$ cat src/rtl/irqc_pkg.sv
package irqc_pkg;
   typedef enum logic [2:0] {
      RA_RAWPEND = 3'd0,
      RA_MASK    = 3'd1,
      RA_ROUTE   = 3'd2,
      RA_SELPEND = 3'd3,
      RA_INDEX   = 3'd4
   } irqc_reg_e;
endpackage

$ cat src/rtl/irqc_pend_capture.sv
module irqc_pend_capture #(
   parameter int              N_SRC    = 32,
   parameter logic [N_SRC-1:0] RSVD_MAP = '0
) (
   input  logic             clk,
   input  logic             rst_n,
   input  logic [N_SRC-1:0] src_i,
   input  logic [N_SRC-1:0] clr_i,
   output logic [N_SRC-1:0] pend_o
);
   logic [N_SRC-1:0] src_q;
   logic [N_SRC-1:0] rise;

   assign rise = src_i & ~src_q & ~RSVD_MAP;

   always_ff @(posedge clk or negedge rst_n) begin
      if (!rst_n) begin
         src_q  <= '0;
         pend_o <= '0;
      end else begin
         src_q  <= src_i;
         // a new edge wins over a clear in the same cycle
         pend_o <= (pend_o & ~clr_i) | rise;
      end
   end

   // every sampled rising edge is visible in the pending vector next cycle
   assert_edge_capture_R2: assert property (@(posedge clk) disable iff (!rst_n)
      (rise != '0) |=> ((pend_o & $past(rise)) == $past(rise)));

   // a cleared bit without a concurrent edge reads zero afterwards
   assert_w1c_clear_R3: assert property (@(posedge clk) disable iff (!rst_n)
      ((clr_i & ~rise) != '0) |=> ((pend_o & $past(clr_i & ~rise)) == '0));

   // reserved positions never pend
   assert_rsvd_quiet_R9: assert property (@(posedge clk) disable iff (!rst_n)
      (pend_o & RSVD_MAP) == '0);
endmodule

$ cat src/rtl/irqc_lowest_pick.sv
module irqc_lowest_pick #(
   parameter int N_SRC = 32,
   parameter int IDX_W = $clog2(N_SRC)
) (
   input  logic [N_SRC-1:0] req_i,
   output logic             any_o,
   output logic [IDX_W-1:0] idx_o,
   output logic [N_SRC-1:0] onehot_o
);
   always_comb begin
      idx_o = '0;
      for (int i = N_SRC - 1; i >= 0; i--) begin
         if (req_i[i]) idx_o = IDX_W'(i);
      end
   end

   assign any_o    = |req_i;
   assign onehot_o = any_o ? ({{(N_SRC-1){1'b0}}, 1'b1} << idx_o) : '0;
endmodule

$ cat src/rtl/irqc_top.sv
module irqc_top
   import irqc_pkg::*;
#(
   parameter int               N_SRC    = 32,
   parameter int               DATA_W   = 32,
   parameter int               ADDR_W   = 3,
   parameter logic [N_SRC-1:0] RSVD_MAP = 32'h0100_0040
) (
   input  logic              clk,
   input  logic              rst_n,
   input  logic [N_SRC-1:0]  src_i,
   input  logic              bus_wr,
   input  logic [ADDR_W-1:0] bus_addr,
   input  logic [DATA_W-1:0] bus_wdata,
   output logic [DATA_W-1:0] bus_rdata,
   output logic              irq_o,
   output logic              fiq_o
);
   localparam int IDX_W = (N_SRC > 1) ? $clog2(N_SRC) : 1;

   generate
      if (N_SRC < 2 || N_SRC > DATA_W) begin : g_bad_nsrc
         $error("irqc_top: N_SRC must be in 2..DATA_W");
      end
      if (ADDR_W < 3) begin : g_bad_addr
         $error("irqc_top: ADDR_W must be at least 3");
      end
   endgenerate

   logic [N_SRC-1:0] raw_pend, mask_q, route_q, sel_q, sel_kept;
   logic [N_SRC-1:0] raw_clr, sel_clr, elig, pick_oh, wdat;
   logic [IDX_W-1:0] idx_q, pick_idx;
   logic             pick_any;
   logic             wr_raw, wr_mask, wr_route, wr_sel;

   assign wdat     = bus_wdata[N_SRC-1:0];
   assign wr_raw   = bus_wr && (bus_addr == ADDR_W'(RA_RAWPEND));
   assign wr_mask  = bus_wr && (bus_addr == ADDR_W'(RA_MASK));
   assign wr_route = bus_wr && (bus_addr == ADDR_W'(RA_ROUTE));
   assign wr_sel   = bus_wr && (bus_addr == ADDR_W'(RA_SELPEND));
   assign raw_clr  = wr_raw ? wdat : '0;
   assign sel_clr  = wr_sel ? wdat : '0;

   irqc_pend_capture #(.N_SRC(N_SRC), .RSVD_MAP(RSVD_MAP)) u_cap (
      .clk(clk), .rst_n(rst_n), .src_i(src_i), .clr_i(raw_clr), .pend_o(raw_pend));

   assign elig = raw_pend & ~mask_q & ~route_q;

   irqc_lowest_pick #(.N_SRC(N_SRC), .IDX_W(IDX_W)) u_pick (
      .req_i(elig), .any_o(pick_any), .idx_o(pick_idx), .onehot_o(pick_oh));

   assign sel_kept = sel_q & ~sel_clr;

   always_ff @(posedge clk or negedge rst_n) begin
      if (!rst_n) begin
         mask_q  <= '1;
         route_q <= '0;
      end else begin
         if (wr_mask) mask_q <= wdat;
         if (wr_route && $onehot0(wdat)) route_q <= wdat & ~RSVD_MAP;
      end
   end

   always_ff @(posedge clk or negedge rst_n) begin
      if (!rst_n) begin
         sel_q <= '0;
         idx_q <= '0;
      end else if (sel_kept != '0) begin
         sel_q <= sel_kept;
      end else if (pick_any) begin
         sel_q <= pick_oh;
         idx_q <= pick_idx;
      end else begin
         sel_q <= '0;
         idx_q <= '0;
      end
   end

   assign irq_o = |sel_q;
   assign fiq_o = |(raw_pend & ~mask_q & route_q);

   always_comb begin
      bus_rdata = '0;
      case (bus_addr)
         ADDR_W'(RA_RAWPEND): bus_rdata[N_SRC-1:0] = raw_pend;
         ADDR_W'(RA_MASK):    bus_rdata[N_SRC-1:0] = mask_q;
         ADDR_W'(RA_ROUTE):   bus_rdata[N_SRC-1:0] = route_q;
         ADDR_W'(RA_SELPEND): bus_rdata[N_SRC-1:0] = sel_q;
         ADDR_W'(RA_INDEX):   bus_rdata[IDX_W-1:0] = idx_q;
         default:             bus_rdata = '0;
      endcase
   end

   // at most one selected bit
   assert_sel_onehot_R6: assert property (@(posedge clk) disable iff (!rst_n)
      $onehot0(sel_q));

   // index register points at the selected bit
   assert_index_match_R5: assert property (@(posedge clk) disable iff (!rst_n)
      (sel_q != '0) |-> sel_q[idx_q]);

   // a free selection slot with an eligible source is filled next cycle
   assert_load_when_free_R5: assert property (@(posedge clk) disable iff (!rst_n)
      ((sel_kept == '0) && (elig != '0)) |=> (sel_q != '0));

   // routing register never holds more than one source
   assert_route_onehot_R8: assert property (@(posedge clk) disable iff (!rst_n)
      $onehot0(route_q));

   // a newly loaded selection was unmasked when it was picked
   assert_mask_blocks_R4: assert property (@(posedge clk) disable iff (!rst_n)
      ((sel_kept == '0) && pick_any) |=> ((sel_q & $past(mask_q)) == '0));
endmodule

$ cat config.mk
export PLATFORM = sky130hd
export DESIGN_NAME = irqc_top
export DESIGN_NICKNAME = d
export VERILOG_FILES = /design/src/rtl/irqc_pkg.sv /design/src/rtl/irqc_pend_capture.sv /design/src/rtl/irqc_lowest_pick.sv /design/src/rtl/irqc_top.sv
export SDC_FILE = /design/constraint.sdc
export NUM_CORES = 1
export LEC_CHECK = 0
export ABC_AREA = 1
export BUFFER_PORTS_ARGS = -buffer_cell sky130_fd_sc_hd__clkbuf_2
export CORE_MARGIN = 2
export CORE_UTILIZATION = 40
export CTS_CLUSTER_SIZE = 12
export DETAILED_ROUTE_END_ITERATION = 8
export PLACE_DENSITY = 0.65
export SYNTH_ARGS = -nofsm -noshare
export SYNTH_HDL_FRONTEND = slang
export SYNTH_SLANG_ARGS = --single-unit
export TNS_END_PERCENT = 50
$ cat constraint.sdc
create_clock -name clk -period 4.16 [get_ports clk]
set_input_delay 0.208 -clock clk [delete_from_list [all_inputs] [get_ports clk]]
set_output_delay 0.208 -clock clk [all_outputs]
set_load 0.05 [all_outputs]
* Word level (Yosys, flattened, before mapping)
Cells that the tools add are included.
** Storage, ports and cells
- Bits of input ports :: 70
- Logic and storage cells :: 104
- Register bits :: 163
** Operators by class
- Equal/unequal tests :: 4
- Reduce and logical (&&, ||, !) cells :: 10
- Shifts and indexed selects :: 1
- Muxes and demuxes :: 39
- Order comparisons :: 1
- Bitwise gates (word level) :: 12
- Add/sub/neg operators :: 31
** Operators by type and width (count)
- $and 32x32->32 :: 6
- $mux 5 :: 33
- $not 32->32 :: 5
- $mux 32 :: 4
- $pmux 27 s4 :: 1
- $reduce_or 32->1 :: 3
- $add 1x1->2 :: 16
- $or 32x32->32 :: 1
- $reduce_bool 32->1 :: 1
- $shl 1x5->32 const A :: 1
- $pmux 5 s5 :: 1
- $add 2x2->3 :: 8
- $add 3x3->4 :: 4
- $add 4x4->5 :: 2
- $add 5x5->6 :: 1
- $eq 3x2->1 const B :: 2
- $le 6x1->1 const B :: 1
- $logic_and 1x1->1 :: 5
- $eq 3x1->1 const B :: 1
- $eq 3x3->1 const B :: 1
- $logic_not 3->1 :: 1

* Logic depth before layout (Yosys ltp)
Gate-level depths: netlist of the first run.
- Word-level depth :: 38
- Depth in mapped cells :: 37
- Gate-level depth less buffers :: 37

* Modules after synthesis
A second synthesis of the first run with hierarchy kept.
** Second synthesis, totals
- Cell total of the unflattened synthesis :: 1246
- Area total of the unflattened synthesis :: 9449.1 um2
** By module, submodules not included
- irqc_top :: area an instance 6545.0 um2, cells each 863, times used 1
- irqc_pend_capture :: area an instance 2129.5 um2, cells each 216, times used 1
- irqc_lowest_pick :: area an instance 774.5 um2, cells each 167, times used 1

* Worst setup path after synthesis of the first run
No wires, ideal clock.
- Path kind :: input-to-reg
- Start :: input port bus_wdata[23]
- End :: register route_q[0]
- Data required time :: 4030 ps
- Setup time :: 130 ps
- Path slack :: -671 ps
- Data arrival time :: 4701 ps
- Buffers on the path :: 1
- Cell stages on the path :: 17
- Cell sequence :: inv_1 -> fa_1 -> fa_1 -> inv_1 -> fa_1 -> inv_1 -> fa_1 -> fa_1 -> fa_1 -> inv_1 -> ha_1 -> fa_1 -> nor4_1 -> nand4_1 -> clkbuf_1 -> nand2_1 -> o21ai_0
** On the way
- Cells in the longest elaborated chain, start to end :: 7
** Ends and longest elaborated chain
- from (decl) :: line irqc_top.sv:14 : input logic [DATA_W-1:0] bus_wdata,
- $add 1x1->2 (implied by the code) :: line irqc_top.sv:60 : if (wr_route && $onehot0(wdat)) route_q <= wdat & ~RSVD_MAP;
- $add 2x2->3 (implied by the code) :: line irqc_top.sv:60
- $add 3x3->4 (implied by the code) :: line irqc_top.sv:60
- $add 4x4->5 (implied by the code) :: line irqc_top.sv:60
- $add 5x5->6 (implied by the code) :: line irqc_top.sv:60
- $le 6x1->1 (implied by the code) :: line irqc_top.sv:60
- $logic_and 1x1->1 :: line irqc_top.sv:60
- to (signal assigned) :: line irqc_top.sv:60
- to (decl) :: line irqc_top.sv:30 : logic [N_SRC-1:0] raw_pend, mask_q, route_q, sel_q, sel_kept;
Every way passes these cells.
A chain may end at the register's enable or synchronous reset.

* Final worst setup path of the first run
- Start :: input port bus_wdata[21]
- End :: register route_q[18]
The elaborated chain is that of the path after synthesis.

==> implementation parameters, run 1 <==
Parameter                              Value

Layout
  Number of antenna diodes ... 0
  Proportion of layout cells with a drive suffix above 1 ... 21.4%
  Layout Cells excl Fill ... 1418
  Nets ... 1231
  Area overhead of the layout relative to synthesis ... 24.6%

Critical path
  Most numerous cell on the critical path ... fa_1
  Critical Path End ... route_q[18]
  Reg2Reg Launch Point ... mask_q[31]
  Setup crit start kind ... input port
  Ordered cell list for the critical path ... buf_6, fa_1, inv_2, fa_1, inv_1, fa_1, inv_2, fa_1, fa_1, fa_1, inv_1, ha_2, fa_2, a211oi_2, nand4_1, buf_6, clkbuf_16, nand2_1, o21ai_1
  Startpoint of the most critical setup path ... bus_wdata[21]
  R2R cell count ... 36
  Endpoint of the worst register-to-register path ... sel_q[2]
  Type of the worst setup path ... input port to flop
  CP endpoint kind ... flop
  WP data arrival ... 4920 ps
  Critical Path Fanout Max ... 7
  Max stage delay cell, worst path ... fa_1
  Register-to-register setup slack ... 1020 ps
  Required time of the critical path ... 4490 ps
  Crit-path max cell delay ... 570 ps

STA
  Fmax ... 218 MHz
  Hold Vio Cnt, Final ... 0
  Slew of the pin with the lowest slew margin ... 775 ps
  Shortest clock period the worst path allows after layout ... 4590 ps
  Final period util ... 110%
  Count of pins over their slew limit ... 0
  Worst-case headroom to the max-slew limit ... 48.3%
  Unrepaired setup endpoints after global routing ... true
  Clk_skew ... 12.8 ps
  Sum of negative setup slack ... -12170 ps
  Post-route setup slack ... -430 ps
  Setup violators final ... 30

CTS
  Root cell of the clock tree ... clkbuf_16
  H-tree depth reported by CTS ... 4
  Number of buffers on the longest clock path ... 2
  Cts bufs inserted ... 17
  Clock sink count ... 161
  CTS clk-pin slew, worst paths ... 70 ps
  Insertion delay of the later-clocked pin in the worst-skew pair ... 450 ps
  Clock tree from TritonCTS ... yes

Die
  Die ar. ... 22400 um^2
  Die Ht ... 150 um
  Initial core utilization ... 40.6%
  Placement row count ... 53
  Core Box Area ... 20900 um^2
  X dimension of the die ... 150 um
  Boundary Pins ... 104

Power
  Internal power ... 3.43 mW
  Power share of the combinational group ... 35.8%
  Flop pwr share ... 35.6%
  Clock Power Share ... 28.6%
  Static Leak ... 5.12 nW
  Power per Cell Area ... 524 nW/um^2
  Peak ir drop on the vdd network ... 0.000278 V
  Switching portion of total power ... 38.0%
  Switching power total ... 2.10 mW

Synthesis
  Share of synthesized registers carrying an async set or reset ... 100%
  Leading cell types by total area after synthesis ... dfrtp_1 (38%), dfstp_2 (9.9%), o21ai_0 (9.0%)
  Seq/Total Area, Yosys ... 48.0%
  Synthesized netlist net count ... 1083
  Number of flops mapped to enable cells by yosys ... 0
  YS warnings ... 0
  Average cell area after synthesis ... 8.63 um^2
  Synthesized instance count ... 982
  Most used flip-flop cell after synthesis ... dfrtp_1
  Number of flip-flops and latches in the synthesized netlist ... 161
  Top-area cell type share of the netlist area ... 38.1%
  Cell variety after synth ... 41
  Cell area after synthesis ... 8470 um^2
  Largest area contributor in the netlist ... dfrtp_1

Drt
  Overall via count from detail_route ... 7676
  Post-DR vias/cell ... 5.41
  Starting DRC count in detailed routing ... 754
  Wirelength per Cell ... 18.8 um
  Length of the first detailed-routing pass in iterations ... 5
  Remaining antenna violation count ... 0
  Routed wire length ... 26700 um
  Post-detailed-route DRC marker count ... 0

Worst hold path
  Class of the tightest hold or removal check ... input port to flop
  Number of cells on the worst hold path ... 3

Global route
  Aggregate global-route resource usage ... 24.3%
  Grt ovf ... 0
  Largest net degree at the start of global routing ... 86
  Via count of the first global-routing pass ... 7405
  First-pass GRT wire length ... 41200 um
  Initial antenna violation count ... 0

Status
  Result of the run ... finished with violations
  Violations in the final reports ... setup timing

Placed design
  Detailed Place HPWL ... 19100 um
  Routability congestion estimate ... 0.951
  Total placed cells including tap cells ... 1351
  Number of buffer cells added on primary ports ... 101

Flow run
  Number of max-cap violations ... 0
[worst max-delay path, delay by kind of cell]
family	cells	cell delay, ps
adders and majority gates	8	3560
AOI/OAI and AO/OA	2	270
and+or+nand+nor	2	190
buffers and inverters	7	670
[cell usage after synthesis (3+ instances only)]
master / count
nand2_1: 183
inv_1: 170
o21ai_0: 153
dfrtp_1: 129
nand3_1: 42
nand4_1: 35
dfstp_2: 32
a22oi_1: 24
fa_1: 24
clkbuf_1: 23
nand3b_1: 22
o211ai_1: 21
nor2_1: 18
a21oi_1: 13
nor3_1: 11
nor4_1: 11
buf_2: 9
o21bai_1: 9
ha_1: 7
o221ai_1: 7
buf_1: 5
a31oi_1: 4
a32o_1: 3
nand2_2: 3
o21a_1: 3
[power groups by stage]
stage	logic (mW)	clock network [mW]	registers, mW
finish	1.98	1.58	1.97
global placement	1.76	0	1.97
CTS	1.85	1.60	1.95
detailed placement	1.81	0	1.98
floorplan	1.26	0	1.94
global route	2.23	1.67	1.99
[worst min-delay path by stage]
stage | endpoint | from | slack, ps
after floorplan | idx_q[0] | rst_n | -90
after global placement | u_cap.src_q[7] | rst_n | 300
after detailed placement | u_cap.pend_o[5] | rst_n | 300
after CTS | mask_q[29] | bus_wdata[29] | 70
after global routing | route_q[25] | bus_wdata[25] | 70
final | mask_q[25] | bus_wdata[25] | 40
[state kept, by name, summed over array words and instances (netlist names)]
register / cells
sel_q: 32
u_cap.pend_o: 32
route_q: 30
mask_q: 32
idx_q: 5
u_cap.src_q: 30
[layout by cell type, fill, tap and decap left out, drive strengths merged, types with 3 or more instances in the layout]
| cell type | netlist | final |
|---|---|---|
| o221ai | 7 | 7 |
| inv | 172 | 179 |
| o211ai | 21 | 21 |
| o21ai | 154 | 154 |
| o21bai | 9 | 9 |
| a31oi | 4 | 4 |
| a32o | 3 | 3 |
| o21a | 3 | 3 |
| dlygate4sd3 | 0 | 31 |
| nor4 | 11 | 11 |
| ha | 7 | 7 |
| buf | 14 | 33 |
| nand2 | 187 | 187 |
| clkbuf | 23 | 120 |
| clkinv | 1 | 5 |
| fa | 24 | 24 |
| nor3 | 12 | 12 |
| nand4 | 35 | 35 |
| nand3 | 42 | 42 |
| a21oi | 13 | 13 |
| nor2 | 20 | 20 |
| dfstp | 32 | 32 |
| nand3b | 23 | 23 |
| a22oi | 24 | 24 |
| dfrtp | 129 | 129 |
[timing repair]
| action | CTS | global route |
|---|---|---|
| buffers inserted | 0 | 1 |
| cloned | 0 | 3 |
| hold endpoints to repair | 96 | 0 |
| resized for setup | 2 | 45 |
| pin swaps | 0 | 7 |
| setup endpoints to repair | 30 | 30 |
| hold buffers | 31 | 0 |
[final cells by class]
type,instances,area (um^2)
multi-input combinational,611,3730
clock inverter,14,149
timing repair buffer,166,1180
fill,1990,10300
sequential,161,4070
clock buffer,18,439
inverter,173,649
tap,275,344
[kinds of logic after synthesis]
logic type,share of synthesized area (%)
flops,48.0
buf+inv,9.43
fa+ha+maj,6.70
simple gates,18.6
compound gates,17.3
[metrics by stage]
step	hold WS [ps]	total power [mW]	setup WS (ps)	area, um^2	util, %
after CTS	74.7	5.41	-480	10300	49.5
after detailed placement	296	3.79	-897	9430	45.1
after global routing	67.6	5.90	-598	10600	50.6
final	38.5	5.53	-430	10600	50.6
after floorplan	-87.6	3.20	-568	8510	-
after global placement	297	3.74	-855	9430	45.1
[routing by layer]
metal / wire (um) / vias up / global-route usage, % / share of wire (%)
li1: - / 3592 / - / -
met1: 11600 / 3671 / 33.5 / 43
met4: 829 / 0 / 8.14 / 3.1
met5: 0 / - / 0 / 0
met2: 12200 / 350 / 38.1 / 46
met3: 2060 / 63 / 5.34 / 7.7
Power figures use the tool's default switching activity.
==> run 2, diff against run 1 <==
--- a/config.mk
+++ b/config.mk
@@ -7,11 +7,10 @@
 export LEC_CHECK = 0
 export ABC_AREA = 1
 export BUFFER_PORTS_ARGS = -buffer_cell sky130_fd_sc_hd__clkbuf_2
-export CORE_MARGIN = 2
-export CORE_UTILIZATION = 40
+export CORE_UTILIZATION = 30
 export CTS_CLUSTER_SIZE = 12
 export DETAILED_ROUTE_END_ITERATION = 8
-export PLACE_DENSITY = 0.65
+export PLACE_DENSITY = 0.54
 export SYNTH_ARGS = -nofsm -noshare
 export SYNTH_HDL_FRONTEND = slang
 export SYNTH_SLANG_ARGS = --single-unit
==> constraint.sdc (replaced) <==
create_clock -name clk -period 3.9 [get_ports clk]
set_input_delay 0.195 -clock clk [delete_from_list [all_inputs] [get_ports clk]]
set_output_delay 0.195 -clock clk [all_outputs]
set_load 0.05 [all_outputs]
==> run 2 against run 1 <==
Net effect:
- the run still ends with setup timing left
- combinational power grew 7%
- wire length grew 6.2%
- sequential share of layout area shrank 0.41 points
- register-to-register slack lost 270 ps
- critical path type unchanged
- critical endpoint unchanged
- largest cell class unchanged
==> implementation parameters, run 2 (synthesized netlist as in run 1, its figures left out) <==
Parameter                              Value

Die
  Die ar. ... 28900 um^2
  Boundary Pins ... 104
  Placement row count ... 61
  Initial core utilization ... 30.5%
  X dimension of the die ... 170 um
  Die Ht ... 170 um
  Core Box Area ... 27800 um^2

Critical path
  Type of the worst setup path ... input port to flop
  CP endpoint kind ... flop
  Startpoint of the most critical setup path ... bus_wdata[17]
  Register-to-register setup slack ... 750 ps
  WP data arrival ... 4950 ps
  R2R cell count ... 36
  Number of buffers and inverters on the critical path ... 7
  Max stage delay cell, worst path ... fa_1
  Endpoint of the worst register-to-register path ... sel_q[1]
  Required time of the critical path ... 4210 ps
  Ordered cell list for the critical path ... buf_6, fa_1, inv_2, fa_1, inv_1, fa_1, inv_1, fa_1, fa_1, fa_1, inv_1, ha_2, fa_2, nor4_2, nand4_1, buf_6, clkbuf_16, nand2_1, o21ai_1
  Most numerous cell on the critical path ... fa_1
  Critical Path Fanout Max ... 7
  Category of cells accounting for the largest share of critical-path delay ... adder cells
  Crit-path max cell delay ... 560 ps
  Setup crit start kind ... input port
  Reg2Reg Launch Point ... mask_q[30]

STA
  Sum of negative setup slack ... -21700 ps
  Worst-case headroom to the max-slew limit ... 25.0%
  Shortest clock period the worst path allows after layout ... 4640 ps
  Final period util ... 119%
  Post-route setup slack ... -741 ps
  Hold Vio Cnt, Final ... 0
  Setup violators final ... 30
  Slew of the pin with the lowest slew margin ... 1120 ps
  Post-Route Hold Slack ... 72.5 ps
  Fmax ... 215 MHz
  Count of pins over their slew limit ... 0
  Unrepaired setup endpoints after global routing ... true
  Clk_skew ... 11.4 ps

CTS
  Root cell of the clock tree ... clkbuf_16
  Cts bufs inserted ... 17
  Clock sink count ... 161
  Insertion delay of the later-clocked pin in the worst-skew pair ... 440 ps
  Clock tree from TritonCTS ... yes
  CTS clk-pin slew, worst paths ... 70 ps
  H-tree depth reported by CTS ... 4
  Number of buffers on the longest clock path ... 2

Layout
  Layout Cells excl Fill ... 1522
  Most common library cell in the layout ignoring fill and taps ... nand2_1
  Area overhead of the layout relative to synthesis ... 26.0%
  Nets ... 1232
  Number of antenna diodes ... 0
  Largest registers ... mask_q x32, sel_q x32, u_cap.pend_o x32
  Proportion of layout cells with a drive suffix above 1 ... 20.6%
  Most frequent cells in the layout ... nand2_1 (170), inv_1 (168), dfrtp_1 (129)

Drt
  Starting DRC count in detailed routing ... 648
  Post-detailed-route DRC marker count ... 0
  Overall via count from detail_route ... 7551
  Post-DR vias/cell ... 4.96
  Routed wire length ... 28300 um
  Length of the first detailed-routing pass in iterations ... 5
  Wirelength per Cell ... 18.6 um
  Remaining antenna violation count ... 0

Placed design
  Total placed cells including tap cells ... 1454
  Detailed Place HPWL ... 20600 um
  Routability congestion estimate ... 0.894
  Number of buffer cells added on primary ports ... 101

Power
  Static Leak ... 5.12 nW
  Power per Cell Area ... 555 nW/um^2
  Peak ir drop on the vdd network ... 0.000316 V

Global route
  Largest net degree at the start of global routing ... 89
  Initial antenna violation count ... 0
  Aggregate global-route resource usage ... 19.9%
  First-pass GRT wire length ... 42700 um
  Grt ovf ... 0
  Via count of the first global-routing pass ... 7298

Worst hold path
  Worst Hold Endpoint ... route_q[25]
  Hold Path Origin ... bus_wdata[25]
  Number of cells on the worst hold path ... 3
  Class of the tightest hold or removal check ... input port to flop

Flow run
  Number of max-cap violations ... 0

Status
  Result of the run ... finished with violations
  Violations in the final reports ... setup timing
[run 2: cell count changes in the layout (fill, tap and decap cells not counted), moves of 3 or more]
cell,delta
inv_2,-3
clkinvlp_4,+3
nand2_4,-3
inv_1,+3
nand2_1,+4
inv_6,-4
[run 2: repair_timing]
| item | CTS | global route |
|---|---|---|
| setup buffers | 0 | 1 |
| gates resized for setup | 3 | 33 |
| hold endpoints to repair | 118 | 0 |
| pin swaps | 0 | 2 |
| setup endpoints to repair | 30 | 30 |
| gates cloned | 0 | 4 |
| hold buffers | 31 | 0 |
[run 2: how the worst max path moves through the flow]
| stage | end | slack (ps) | depth (start not counted) |
|---|---|---|---|
| 3_3_place_gp | route_q[15] | -1180 | 18 |
| 2_1_floorplan | route_q[20] | -810 | 17 |
| 6_report | route_q[18] | -740 | 19 |
| 3_5_place_dp | route_q[25] | -1190 | 18 |
| 4_1_cts | route_q[12] | -720 | 18 |
| 5_1_grt | route_q[14] | -920 | 19 |
[run 2: metal layers]
metal	vias up	wire length [um]	GRT usage (%)
li1	3580	-	-
met1	3676	13000	27.5
met2	261	13100	31.5
met3	34	1550	3.40
met4	0	727	6.54
met5	-	0	0
[run 2: report_power, final]
| group | total [mW] | internal, mW | leakage [nW] | switching, mW |
|---|---|---|---|---|
| combinational | 2.11 | 0.806 | 2.94 | 1.30 |
| clock | 1.72 | 0.972 | 0.275 | 0.748 |
| sequential | 2.10 | 1.93 | 1.90 | 0.172 |
[run 2: cell type report]
type / count / area, um^2
flip-flops and latches: 161 / 4070
repair buffers: 167 / 1190
inverters: 173 / 649
multi-input cells: 611 / 3700
clock buffers: 19 / 443
clock inverters: 13 / 153
well taps: 378 / 473
fillers: 2883 / 17100
[run 2: through the flow]
step / setup WS (ps) / cell area, um^2 / util (%) / total power [mW]
6_report: -741 / 10700 / 38.4 / 5.92
5_1_grt: -917 / 10700 / 38.4 / 6.31
4_1_cts: -716 / 10500 / 37.7 / 5.84
3_5_place_dp: -1190 / 9560 / 34.4 / 4.07
3_3_place_gp: -1180 / 9560 / 34.4 / 4.02
2_1_floorplan: -815 / 8510 / - / 3.41
[run 2: tightest hold or removal path: cells and delay by family]
kind            cells  cell delay, ps
compound gates      1              70
buf+inv             2             200
==> run 3, diff against run 2 <==
--- a/config.mk
+++ b/config.mk
@@ -7,10 +7,11 @@
 export LEC_CHECK = 0
 export ABC_AREA = 1
 export BUFFER_PORTS_ARGS = -buffer_cell sky130_fd_sc_hd__clkbuf_2
+export CORE_ASPECT_RATIO = 0.7
 export CORE_UTILIZATION = 30
 export CTS_CLUSTER_SIZE = 12
 export DETAILED_ROUTE_END_ITERATION = 8
-export PLACE_DENSITY = 0.54
+export PLACE_DENSITY = 0.53
 export SYNTH_ARGS = -nofsm -noshare
 export SYNTH_HDL_FRONTEND = slang
 export SYNTH_SLANG_ARGS = --single-unit
==> constraint.sdc (replaced) <==
create_clock -name clk -period 5.5 [get_ports clk]
set_input_delay 0.275 -clock clk [delete_from_list [all_inputs] [get_ports clk]]
set_output_delay 0.275 -clock clk [all_outputs]
set_load 0.05 [all_outputs]
==> run 3 against run 2 <==
Net effect:
- the flow now finishes without violations
- final area fell by 3.6%
- largest cell class unchanged
- first-iteration DRC count rose by 8.5%
- critical endpoint is now route_q[20]
- flip-flop and latch count did not move
- non-clock buffer count fell by 25
- largest power group is now registers
- register-to-register slack improved by 1400 ps
- clock power fell by 28%
- highest routed layer unchanged
==> implementation parameters, run 3 (synthesized netlist as in run 1, its figures left out) <==
Parameter                              Value

Layout
  Area overhead of the layout relative to synthesis ... 21.4%
  Nets ... 1207
  Proportion of layout cells with a drive suffix above 1 ... 16.5%
  Layout filler cell count ... 2903
  Area occupied by registers ... 4070 um^2
  Layout Cells excl Fill ... 1490
  Most common library cell in the layout ignoring fill and taps ... nand2_1
  Most frequent cells in the layout ... nand2_1 (182), inv_1 (170), o21ai_0 (153)
  Number of antenna diodes ... 0
  Largest registers ... mask_q x32, sel_q x32, u_cap.pend_o x32
  Area occupied by multi-input gates ... 3610 um^2

Global route
  Grt ovf ... 0
  First-pass GRT wire length ... 42800 um
  Initial antenna violation count ... 0
  Aggregate global-route resource usage ... 20.1%
  Via count of the first global-routing pass ... 7105
  Largest net degree at the start of global routing ... 68

CTS
  H-tree depth reported by CTS ... 4
  Root cell of the clock tree ... clkbuf_16
  Total of cells resized after clock tree synthesis ... 0
  Number of setup buffers added after CTS ... 0
  Cts bufs inserted ... 17
  Clock sink count ... 161
  Number of buffers on the longest clock path ... 2
  Hold-fix buffers at CTS ... 31
  Insertion delay of the later-clocked pin in the worst-skew pair ... 440 ps
  CTS clk-pin slew, worst paths ... 70 ps
  Clock tree from TritonCTS ... yes

STA
  Setup violators final ... 0
  Shortest clock period the worst path allows after layout ... 4890 ps
  Unrepaired setup endpoints after global routing ... false
  Slew of the pin with the lowest slew margin ... 1170 ps
  Sum of negative setup slack ... 0 ps
  Hold Vio Cnt, Final ... 0
  Final period util ... 88.9%
  Count of pins over their slew limit ... 0
  Worst-case headroom to the max-slew limit ... 21.8%
  Fmax ... 205 MHz
  Clk_skew ... 12.7 ps

Placed design
  Number of buffer cells added on primary ports ... 101
  Routability congestion estimate ... 0.888
  Detailed Place HPWL ... 20900 um
  Total placed cells including tap cells ... 1427

Worst hold path
  Class of the tightest hold or removal check ... input port to flop
  Hold Path Origin ... bus_wdata[27]
  Worst Hold Endpoint ... mask_q[27]
  Number of cells on the worst hold path ... 3

Power
  Power per Cell Area ... 395 nW/um^2
  Peak ir drop on the vdd network ... 0.000209 V
  Static Leak ... 4.95 nW

Critical path
  Register-to-register setup slack ... 2160 ps
  Reg2Reg Launch Point ... mask_q[31]
  Endpoint of the worst register-to-register path ... sel_q[2]
  Ordered cell list for the critical path ... clkbuf_2, inv_1, fa_1, fa_1, inv_1, fa_1, inv_1, fa_1, fa_1, fa_1, inv_1, ha_1, fa_1, nor4_1, nand4_1, buf_4, nand2_1, o21ai_0
  Required time of the critical path ... 5800 ps
  Max stage delay cell, worst path ... fa_1
  Setup crit start kind ... input port
  Crit-path max cell delay ... 530 ps
  Category of cells accounting for the largest share of critical-path delay ... adder cells
  WP data arrival ... 5190 ps
  R2R cell count ... 36
  Startpoint of the most critical setup path ... bus_wdata[23]
  Number of buffers and inverters on the critical path ... 6
  Critical Path Fanout Max ... 32
  Most numerous cell on the critical path ... fa_1
  CP endpoint kind ... flop
  Type of the worst setup path ... input port to flop

Die
  Die ar. ... 28900 um^2
  X dimension of the die ... 203 um
  Initial core utilization ... 30.5%
  Placement row count ... 51
  Boundary Pins ... 104
  Core Box Area ... 27800 um^2
  Die Ht ... 143 um

Drt
  Overall via count from detail_route ... 7493
  Routed wire length ... 27900 um
  Post-detailed-route DRC marker count ... 0
  Remaining antenna violation count ... 0
  Length of the first detailed-routing pass in iterations ... 6
  Wirelength per Cell ... 18.7 um
  Starting DRC count in detailed routing ... 703
  Post-DR vias/cell ... 5.03

Flow run
  Number of max-cap violations ... 0

Status
  Result of the run ... finished, final reports clean
-- run 3: cell count changes in the layout (fill, tap and decap cells not counted), sizes merged --
cell      delta
bufinv       +1
clkinv       +3
clkinvlp     -3
inv          -2
clkbuf       -1
buf         -23
-- run 3: how the worst max path moves through the flow --
stage	end	slack, ps	cells after the start
floorplan	route_q[0]	600	17
global placement	route_q[20]	220	18
detailed placement	route_q[20]	140	18
CTS	route_q[20]	580	18
global route	route_q[17]	320	18
finish	route_q[20]	610	18
-- run 3: area by class of cell --
| cell class | instances | share of cell area [%] |
|---|---|---|
| clock inverter | 12 | 1.54 |
| sequential | 161 | 39.5 |
| inverter | 173 | 6.31 |
| timing repair buffer | 142 | 8.72 |
| clock buffer | 20 | 4.24 |
| tap | 371 | 4.51 |
| multi-input combinational | 611 | 35.1 |
-- run 3: power breakdown --
group / switching [mW] / internal (mW) / leakage (nW) / total [mW]
Combinational: 0.883 / 0.472 / 2.76 / 1.35
Clock: 0.516 / 0.717 / 0.285 / 1.23
Sequential: 0.113 / 1.37 / 1.90 / 1.48
-- run 3: per-layer routing --
layer | global-route usage [%] | part of all wire [%] | vias up
li1 | - | - | 3531
met1 | 30.8 | 51 | 3651
met2 | 27.0 | 39 | 286
met3 | 5.55 | 8.2 | 25
met4 | 5.22 | 1.5 | 0
met5 | 0 | 0 | -
-- run 3: per-stage QoR --
stage	worst slack (ps)	total power [mW]	instance area (um^2)	hold slack, ps	utilization, %
after floorplan	602	2.39	8470	-20.6	-
after global placement	221	2.81	9380	202	33.8
after detailed placement	141	2.82	9380	203	33.8
after CTS	581	4.09	10300	144	37.1
after global routing	320	4.33	10300	160	37.1
final	610	4.07	10300	157	37.1
-- run 3: worst register-to-register path: cells and delay by family (launching register included) --
family	cells	cell delay, ps
simple gates	35	2690
buf+inv	1	40
flops	1	540
